[src/rtl/rtc_adj_pkg.sv]
package rtc_adj_pkg;

    typedef enum logic [2:0] {
        ST_IDLE,
        ST_ADJ,
        ST_CLKRST,
        ST_ALMRST,
        ST_BOTHRST
    } cmd_state_t;

    // control register field positions
    localparam int B_MASK1 = 7;
    localparam int B_MASK16 = 6;
    localparam int B_CLKEN = 3;
    localparam int B_ALMEN = 2;
    localparam int B_IRQEN = 1;
    localparam int B_PAGE = 0;

    // command register strobe positions
    localparam int B_CLKRST = 5;
    localparam int B_ALMRST = 4;
    localparam int B_ADJ = 0;

    localparam logic [7:0] CTRL_KEEP = 8'hCF;

endpackage

[src/rtl/rtc_regfile.sv]
module rtc_regfile
    import rtc_adj_pkg::*;
#(
    parameter int DATA_W = 8,
    parameter int ADDR_W = 1,
    parameter logic [ADDR_W-1:0] CTRL_ADDR = '0
) (
    input  logic              clk,
    input  logic              rst_n,
    input  logic              wr_en,
    input  logic [ADDR_W-1:0] addr,
    input  logic [DATA_W-1:0] wdata,
    output logic [DATA_W-1:0] rdata,
    output logic              mask1,
    output logic              mask16,
    output logic              clk_en,
    output logic              alm_en,
    output logic              irq_en,
    output logic              page
);
    localparam logic [DATA_W-1:0] KEEP = DATA_W'(CTRL_KEEP);

    logic [DATA_W-1:0] ctrl_q;

    always_ff @(posedge clk or negedge rst_n) begin
        if (!rst_n) begin
            ctrl_q <= '0;
        end else if (wr_en && addr == CTRL_ADDR) begin
            ctrl_q <= wdata & KEEP;
        end
    end

    always_comb begin
        rdata = (addr == CTRL_ADDR) ? ctrl_q : '0;
    end

    assign mask1  = ctrl_q[B_MASK1];
    assign mask16 = ctrl_q[B_MASK16];
    assign clk_en = ctrl_q[B_CLKEN];
    assign alm_en = ctrl_q[B_ALMEN];
    assign irq_en = ctrl_q[B_IRQEN];
    assign page   = ctrl_q[B_PAGE];
endmodule

[src/rtl/rtc_cmd_fsm.sv]
module rtc_cmd_fsm
    import rtc_adj_pkg::*;
#(
    parameter int DATA_W = 8
) (
    input  logic              clk,
    input  logic              rst_n,
    input  logic              cmd_wr,
    input  logic [DATA_W-1:0] wdata,
    input  logic              page,
    output logic              adj,
    output logic              clk_rst,
    output logic              alm_rst
);
    cmd_state_t state_q, state_d;

    // next state: every transition may be taken from any state
    always_comb begin
        state_d = ST_IDLE;
        if (cmd_wr) begin
            unique case ({wdata[B_CLKRST], wdata[B_ALMRST]})
                2'b11: state_d = ST_BOTHRST;
                2'b10: state_d = ST_CLKRST;
                2'b01: state_d = ST_ALMRST;
                default: state_d = (wdata[B_ADJ] && !page) ? ST_ADJ : ST_IDLE;
            endcase
        end
    end

    always_ff @(posedge clk or negedge rst_n) begin
        if (!rst_n) state_q <= ST_IDLE;
        else        state_q <= state_d;
    end

    always_comb begin
        adj     = 1'b0;
        clk_rst = 1'b0;
        alm_rst = 1'b0;
        unique case (state_q)
            ST_IDLE:    ;
            ST_ADJ:     adj = 1'b1;
            ST_CLKRST:  clk_rst = 1'b1;
            ST_ALMRST:  alm_rst = 1'b1;
            ST_BOTHRST: begin
                clk_rst = 1'b1;
                alm_rst = 1'b1;
            end
            default:    ;
        endcase
    end
endmodule

[src/rtl/rtc_time_cnt.sv]
module rtc_time_cnt #(
    parameter int SEC_MOD = 60,
    parameter int MIN_MOD = 60,
    parameter int CNT_W = $clog2((SEC_MOD > MIN_MOD) ? SEC_MOD : MIN_MOD)
) (
    input  logic             clk,
    input  logic             rst_n,
    input  logic             step,
    input  logic             adj,
    input  logic             clr,
    output logic [CNT_W-1:0] sec,
    output logic [CNT_W-1:0] min
);
    localparam logic [CNT_W-1:0] SEC_LAST = CNT_W'(SEC_MOD - 1);
    localparam logic [CNT_W-1:0] MIN_LAST = CNT_W'(MIN_MOD - 1);
    localparam logic [CNT_W-1:0] HALF     = CNT_W'(SEC_MOD / 2);

    logic [CNT_W-1:0] sec_t, min_t, sec_d, min_d;

    // stage 1: tick advance
    always_comb begin
        sec_t = sec;
        min_t = min;
        if (step) begin
            if (sec == SEC_LAST) begin
                sec_t = '0;
                min_t = (min == MIN_LAST) ? '0 : min + 1'b1;
            end else begin
                sec_t = sec + 1'b1;
            end
        end
    end

    // stage 2: rounding to the nearest minute on the ticked value
    always_comb begin
        sec_d = sec_t;
        min_d = min_t;
        if (adj) begin
            sec_d = '0;
            if (sec_t >= HALF) min_d = (min_t == MIN_LAST) ? '0 : min_t + 1'b1;
        end
    end

    always_ff @(posedge clk or negedge rst_n) begin
        if (!rst_n) begin
            sec <= '0;
            min <= '0;
        end else if (clr) begin
            sec <= '0;
            min <= '0;
        end else begin
            sec <= sec_d;
            min <= min_d;
        end
    end
endmodule

[src/rtl/rtc_irq_gen.sv]
module rtc_irq_gen (
    input  logic clk,
    input  logic rst_n,
    input  logic tick_1hz,
    input  logic tick_16hz,
    input  logic alarm_match,
    input  logic mask1,
    input  logic mask16,
    input  logic alm_en,
    input  logic irq_en,
    output logic irq
);
    logic any_src;

    always_comb begin
        any_src = (tick_1hz && !mask1) || (tick_16hz && !mask16) || (alarm_match && alm_en);
    end

    always_ff @(posedge clk or negedge rst_n) begin
        if (!rst_n) irq <= 1'b0;
        else        irq <= irq_en && any_src;
    end
endmodule

[src/rtl/rtc_adj_core.sv]
module rtc_adj_core #(
    parameter int DATA_W = 8,
    parameter int ADDR_W = 1,
    parameter int SEC_MOD = 60,
    parameter int MIN_MOD = 60,
    parameter int CNT_W = $clog2((SEC_MOD > MIN_MOD) ? SEC_MOD : MIN_MOD)
) (
    input  logic              clk,
    input  logic              rst_n,
    input  logic              tick_1hz,
    input  logic              tick_16hz,
    input  logic              alarm_match,
    input  logic              wr_en,
    input  logic [ADDR_W-1:0] addr,
    input  logic [DATA_W-1:0] wdata,
    output logic [DATA_W-1:0] rdata,
    output logic [CNT_W-1:0]  sec_o,
    output logic [CNT_W-1:0]  min_o,
    output logic              irq,
    output logic              adj_strobe,
    output logic              clk_rst_strobe,
    output logic              alm_rst_strobe
);
    localparam logic [ADDR_W-1:0] CTRL_ADDR = ADDR_W'(0);
    localparam logic [ADDR_W-1:0] CMD_ADDR  = ADDR_W'(1);

    logic mask1, mask16, clk_en, alm_en, irq_en, page;
    logic cmd_wr;

    assign cmd_wr = wr_en && (addr == CMD_ADDR);

    rtc_regfile #(.DATA_W(DATA_W), .ADDR_W(ADDR_W), .CTRL_ADDR(CTRL_ADDR)) u_regs (
        .clk(clk), .rst_n(rst_n), .wr_en(wr_en), .addr(addr), .wdata(wdata),
        .rdata(rdata), .mask1(mask1), .mask16(mask16), .clk_en(clk_en),
        .alm_en(alm_en), .irq_en(irq_en), .page(page)
    );

    rtc_cmd_fsm #(.DATA_W(DATA_W)) u_fsm (
        .clk(clk), .rst_n(rst_n), .cmd_wr(cmd_wr), .wdata(wdata), .page(page),
        .adj(adj_strobe), .clk_rst(clk_rst_strobe), .alm_rst(alm_rst_strobe)
    );

    rtc_time_cnt #(.SEC_MOD(SEC_MOD), .MIN_MOD(MIN_MOD), .CNT_W(CNT_W)) u_cnt (
        .clk(clk), .rst_n(rst_n), .step(tick_1hz && clk_en), .adj(adj_strobe),
        .clr(clk_rst_strobe), .sec(sec_o), .min(min_o)
    );

    rtc_irq_gen u_irq (
        .clk(clk), .rst_n(rst_n), .tick_1hz(tick_1hz), .tick_16hz(tick_16hz),
        .alarm_match(alarm_match), .mask1(mask1), .mask16(mask16),
        .alm_en(alm_en), .irq_en(irq_en), .irq(irq)
    );
endmodule

[config.mk]
export PLATFORM = sky130hd
export DESIGN_NAME = rtc_adj_core
export DESIGN_NICKNAME = d
export VERILOG_FILES = /design/src/rtl/rtc_adj_pkg.sv /design/src/rtl/rtc_regfile.sv /design/src/rtl/rtc_cmd_fsm.sv /design/src/rtl/rtc_time_cnt.sv /design/src/rtl/rtc_irq_gen.sv /design/src/rtl/rtc_adj_core.sv
export SDC_FILE = /design/constraint.sdc
export NUM_CORES = 1
export LEC_CHECK = 0
export ABC_AREA = 1
export BUFFER_PORTS_ARGS = -buffer_cell sky130_fd_sc_hd__buf_4
export CORE_ASPECT_RATIO = 0.75
export CORE_MARGIN = 8
export CORE_UTILIZATION = 53
export CTS_CLUSTER_SIZE = 28
export DETAILED_ROUTE_END_ITERATION = 8
export PLACE_DENSITY = 0.84
export SYNTH_ARGS = -nofsm -noshare
export SYNTH_HDL_FRONTEND = slang
export SYNTH_SLANG_ARGS = --single-unit
export TNS_END_PERCENT = 20
[constraint.sdc]
create_clock -name clk -period 2.3 [get_ports clk]
set_clock_uncertainty 0.05 [all_clocks]
set_input_delay 0.46 -clock clk [delete_from_list [all_inputs] [get_ports clk]]
set_output_delay 0.46 -clock clk [all_outputs]
set_load 0.01 [all_outputs]
==> metrics.csv <==
stage;metric;value;unit
setup_path;startpoint types;register;
setup_path;R2R Path Start;u_cnt.sec[0];
clock_tree;clk_lat worst skew;0.26;ns
route;First-pass DRT Iterations;4;
logic_synthesis;Post-Synthesis Cells;229;
status;status;completed;
route;vias after detailed routing;1554;
placement;placed cells;300;
setup_path;FF-to-FF path depth;16;
timing;Max transition margin;0.661;
logic_synthesis;Synth cell types;29;
clock_tree;# resized after CTS;0;
finish;layout cell share with drive strength beyond 1;0.252;
placement;Post-DP Area;1860;um^2
finish;final instance area;1950;um^2
route;Residual DRC;0;
finish;ant diodes;0;
timing;fmax;0.475;GHz
die;IO Pins;39;
power_and_ir_drop;power density cells;558;nW/um^2
timing;Worst-Margin Slew;0.507;ns
timing;hold_ws;0.0199;ns
clock_tree;total CTS buffers;3;
timing;total negative slack;0;ns
power_and_ir_drop;Leakage Power;1.06;nW
grt;Tot GR Track Use;0.153;
job;MaxCap Viol Count;0;
logic_synthesis;Seq/Total Area, Yosys;0.352;
logic_synthesis;post-synth top area share;0.352;
finish;Cell Count, Final, Fillers Out;304;
route;1st-iter DRT viols;118;
finish;most common cell after layout, fill and taps aside;nand2_1;
die;Die Wd;78.8;um
die;Initial Utilization;0.545;
grt;antenna violations before repair;0;
logic_synthesis;Synth area leaders;dfrtp_1 35%, nand2_1 13%, inv_1 8.2%;
finish;Final #Nets;288;
logic_synthesis;Yosys top cell by area;dfrtp_1;
logic_synthesis;flops & latches, synth;22;
timing;Slew Limit Fails;0;
grt;largest net degree at the start of global routing;23;
die;site row count;17;
setup_path;WP data arrival;2.21;ns
setup_path;internal reg-to-reg setup slack;0.19;ns
clock_tree;root buffer cell;clkbuf_8;
route;total wire length;3720;um
timing;Period Utilization, post-route;0.915;
die;Die Span Y;63.1;um
power_and_ir_drop;Pwr Total;1.09;mW
finish;Fill cells;268;
hold_path;Worst Hold Class;input pin to async pin;
power_and_ir_drop;Peak VDD IR;0.459;mV
grt;first-pass GRT wire length;6370;um
logic_synthesis;Synth Warn #;0;
die;Core ar.;2870;um^2
grt;vias in the first global route;1479;
placement;Port-buffer cells;36;
setup_path;WP data required;2.41;ns
clock_tree;CTS sink count;22;
logic_synthesis;Avg Cell Area, Syn;6.84;um^2
timing;Final Hold Violating Endpoints;0;
placement;DP HPWL;2930;um
route;DRT antenna net count;0;
grt;GR Overflow Total;0;
setup_path;Crit Path Class;register to register;
logic_synthesis;Post-Syn Area;1570;um^2
setup_path;Critical Path Fanout Max;8;
clock_tree;CTS tree;built;
clock_tree;clk buf depth;2;
clock_tree;Clock transition at path regs;0.09;ns
placement;routability cong.;0.949;
clock_tree;Setup Fix Bufs, Post-CTS;0;
timing;crit path time final;2.11;ns
clock_tree;H-tree levels;1;
clock_tree;CTS Hold Buffers Added;0;
route;DR WL/cell;12.3;um
setup_path;critical path endpoint category;register;
finish;most frequent cells in the layout;56 x nand2_1, 36 x buf_4, 34 x inv_1;
finish;Area Growth Syn to Fin;24.6;%
timing;setup violators final;0;
setup_path;capturing point of the worst reg2reg path;u_cnt.min[5];
timing;RSZ-0062 raised after global routing;false;
route;Vias/cell;5.11;
die;die area;4970;um^2
-- critical path, cell delays in order, from the launching register on --
cell and delay (ns):
dfrtp_1 0.42, ha_1 0.24, nand2_1 0.11, nor2_4 0.05, nand3_4 0.10, clkinv_2 0.09
nand2_1 0.08, nand2_1 0.07, inv_1 0.10, ha_4 0.16, nand2_2 0.06, nor2_2 0.12
nand3_2 0.12, nand2_2 0.09, inv_2 0.03, nand2_1 0.05, nand2_1 0.06
-- worst max path at each step --
stage,from,endpoint,slack (ns)
global route,u_cnt.sec[0],u_cnt.min[4],0.02
finish,u_cnt.sec[0],u_cnt.min[5],0.19
global placement,tick_1hz,u_cnt.min[5],0.22
detailed placement,tick_1hz,u_cnt.min[5],0.15
CTS,u_cnt.sec[0],u_cnt.min[5],0.16
floorplan,u_cnt.sec[0],u_cnt.min[5],0.34
-- synth_stat cells --
| cell type | count |
|---|---|
| xor2_1 | 1 |
| nand2_1 | 56 |
| nand3b_1 | 2 |
| nand3_2 | 1 |
| inv_1 | 34 |
| a21oi_1 | 10 |
| nand2_4 | 3 |
| o21ai_0 | 2 |
| clkinv_2 | 1 |
| conb_1 | 1 |
| dfrtp_1 | 22 |
| nand2_2 | 6 |
| nor2_1 | 31 |
| buf_4 | 2 |
| o21ai_1 | 2 |
| clkbuf_1 | 2 |
| a31oi_1 | 1 |
| o21ai_2 | 1 |
| a211oi_1 | 1 |
| nor2_4 | 2 |
| o21bai_1 | 1 |
| nor3_1 | 2 |
| ha_1 | 6 |
| nand4_1 | 3 |
| inv_4 | 1 |
| nand3_1 | 25 |
| nand3_4 | 1 |
| inv_2 | 3 |
| nor2_2 | 6 |
-- per-layer routing --
layer	share of wire	vias to the layer above	GRT usage	routed length (um)
met3	0.087	2	0.0609	324
met5	0	-	0	0
met4	0.0032	0	0.0276	12
met2	0.44	61	0.228	1640
met1	0.47	705	0.204	1740
li1	-	786	-	-
-- power breakdown --
group | internal, mW | switching (mW) | total (mW)
clock network | 0.233 | 0.134 | 0.366
logic | 0.112 | 0.145 | 0.257
registers | 0.427 | 0.0363 | 0.464
-- cells by family after synthesis --
| family | count (synthesis) | share of synthesized area |
|---|---|---|
| other | 1 | 0.00240 |
| AND/OR/NAND/NOR | 138 | 0.418 |
| adder cells (fa/ha/maj) | 6 | 0.0480 |
| buffers and inverters | 43 | 0.110 |
| flip-flops | 22 | 0.352 |
| AO/OA/AOI/OAI | 18 | 0.0640 |
| XOR/XNOR | 1 | 0.00560 |
-- registers in the layout, summed over array words and instances (netlist names) --
register / cells
u_cnt.min: 6
u_cnt.sec: 6
u_fsm.state_q: 3
u_irq.irq: 1
u_regs.ctrl_q: 6
-- per-stage QoR --
step | setup slack, ns | util
5_1_grt | 0.0185 | 0.679
2_1_floorplan | 0.340 | -
3_3_place_gp | 0.216 | 0.649
6_report | 0.195 | 0.679
3_5_place_dp | 0.154 | 0.649
4_1_cts | 0.165 | 0.674
-- layout make-up --
cell class                      instances  area [um^2]  share of cell area
Sequential cell                        22          551               0.282
Clock inverter                          1         30.0              0.0154
Clock buffer                            3         41.3              0.0212
Multi-Input combinational cell        165          861               0.441
Tap cell                               38         47.5              0.0244
Timing Repair Buffer                   36          270               0.139
Inverter                               39          150              0.0770
Note: power is estimated with default switching activity, not from simulation.
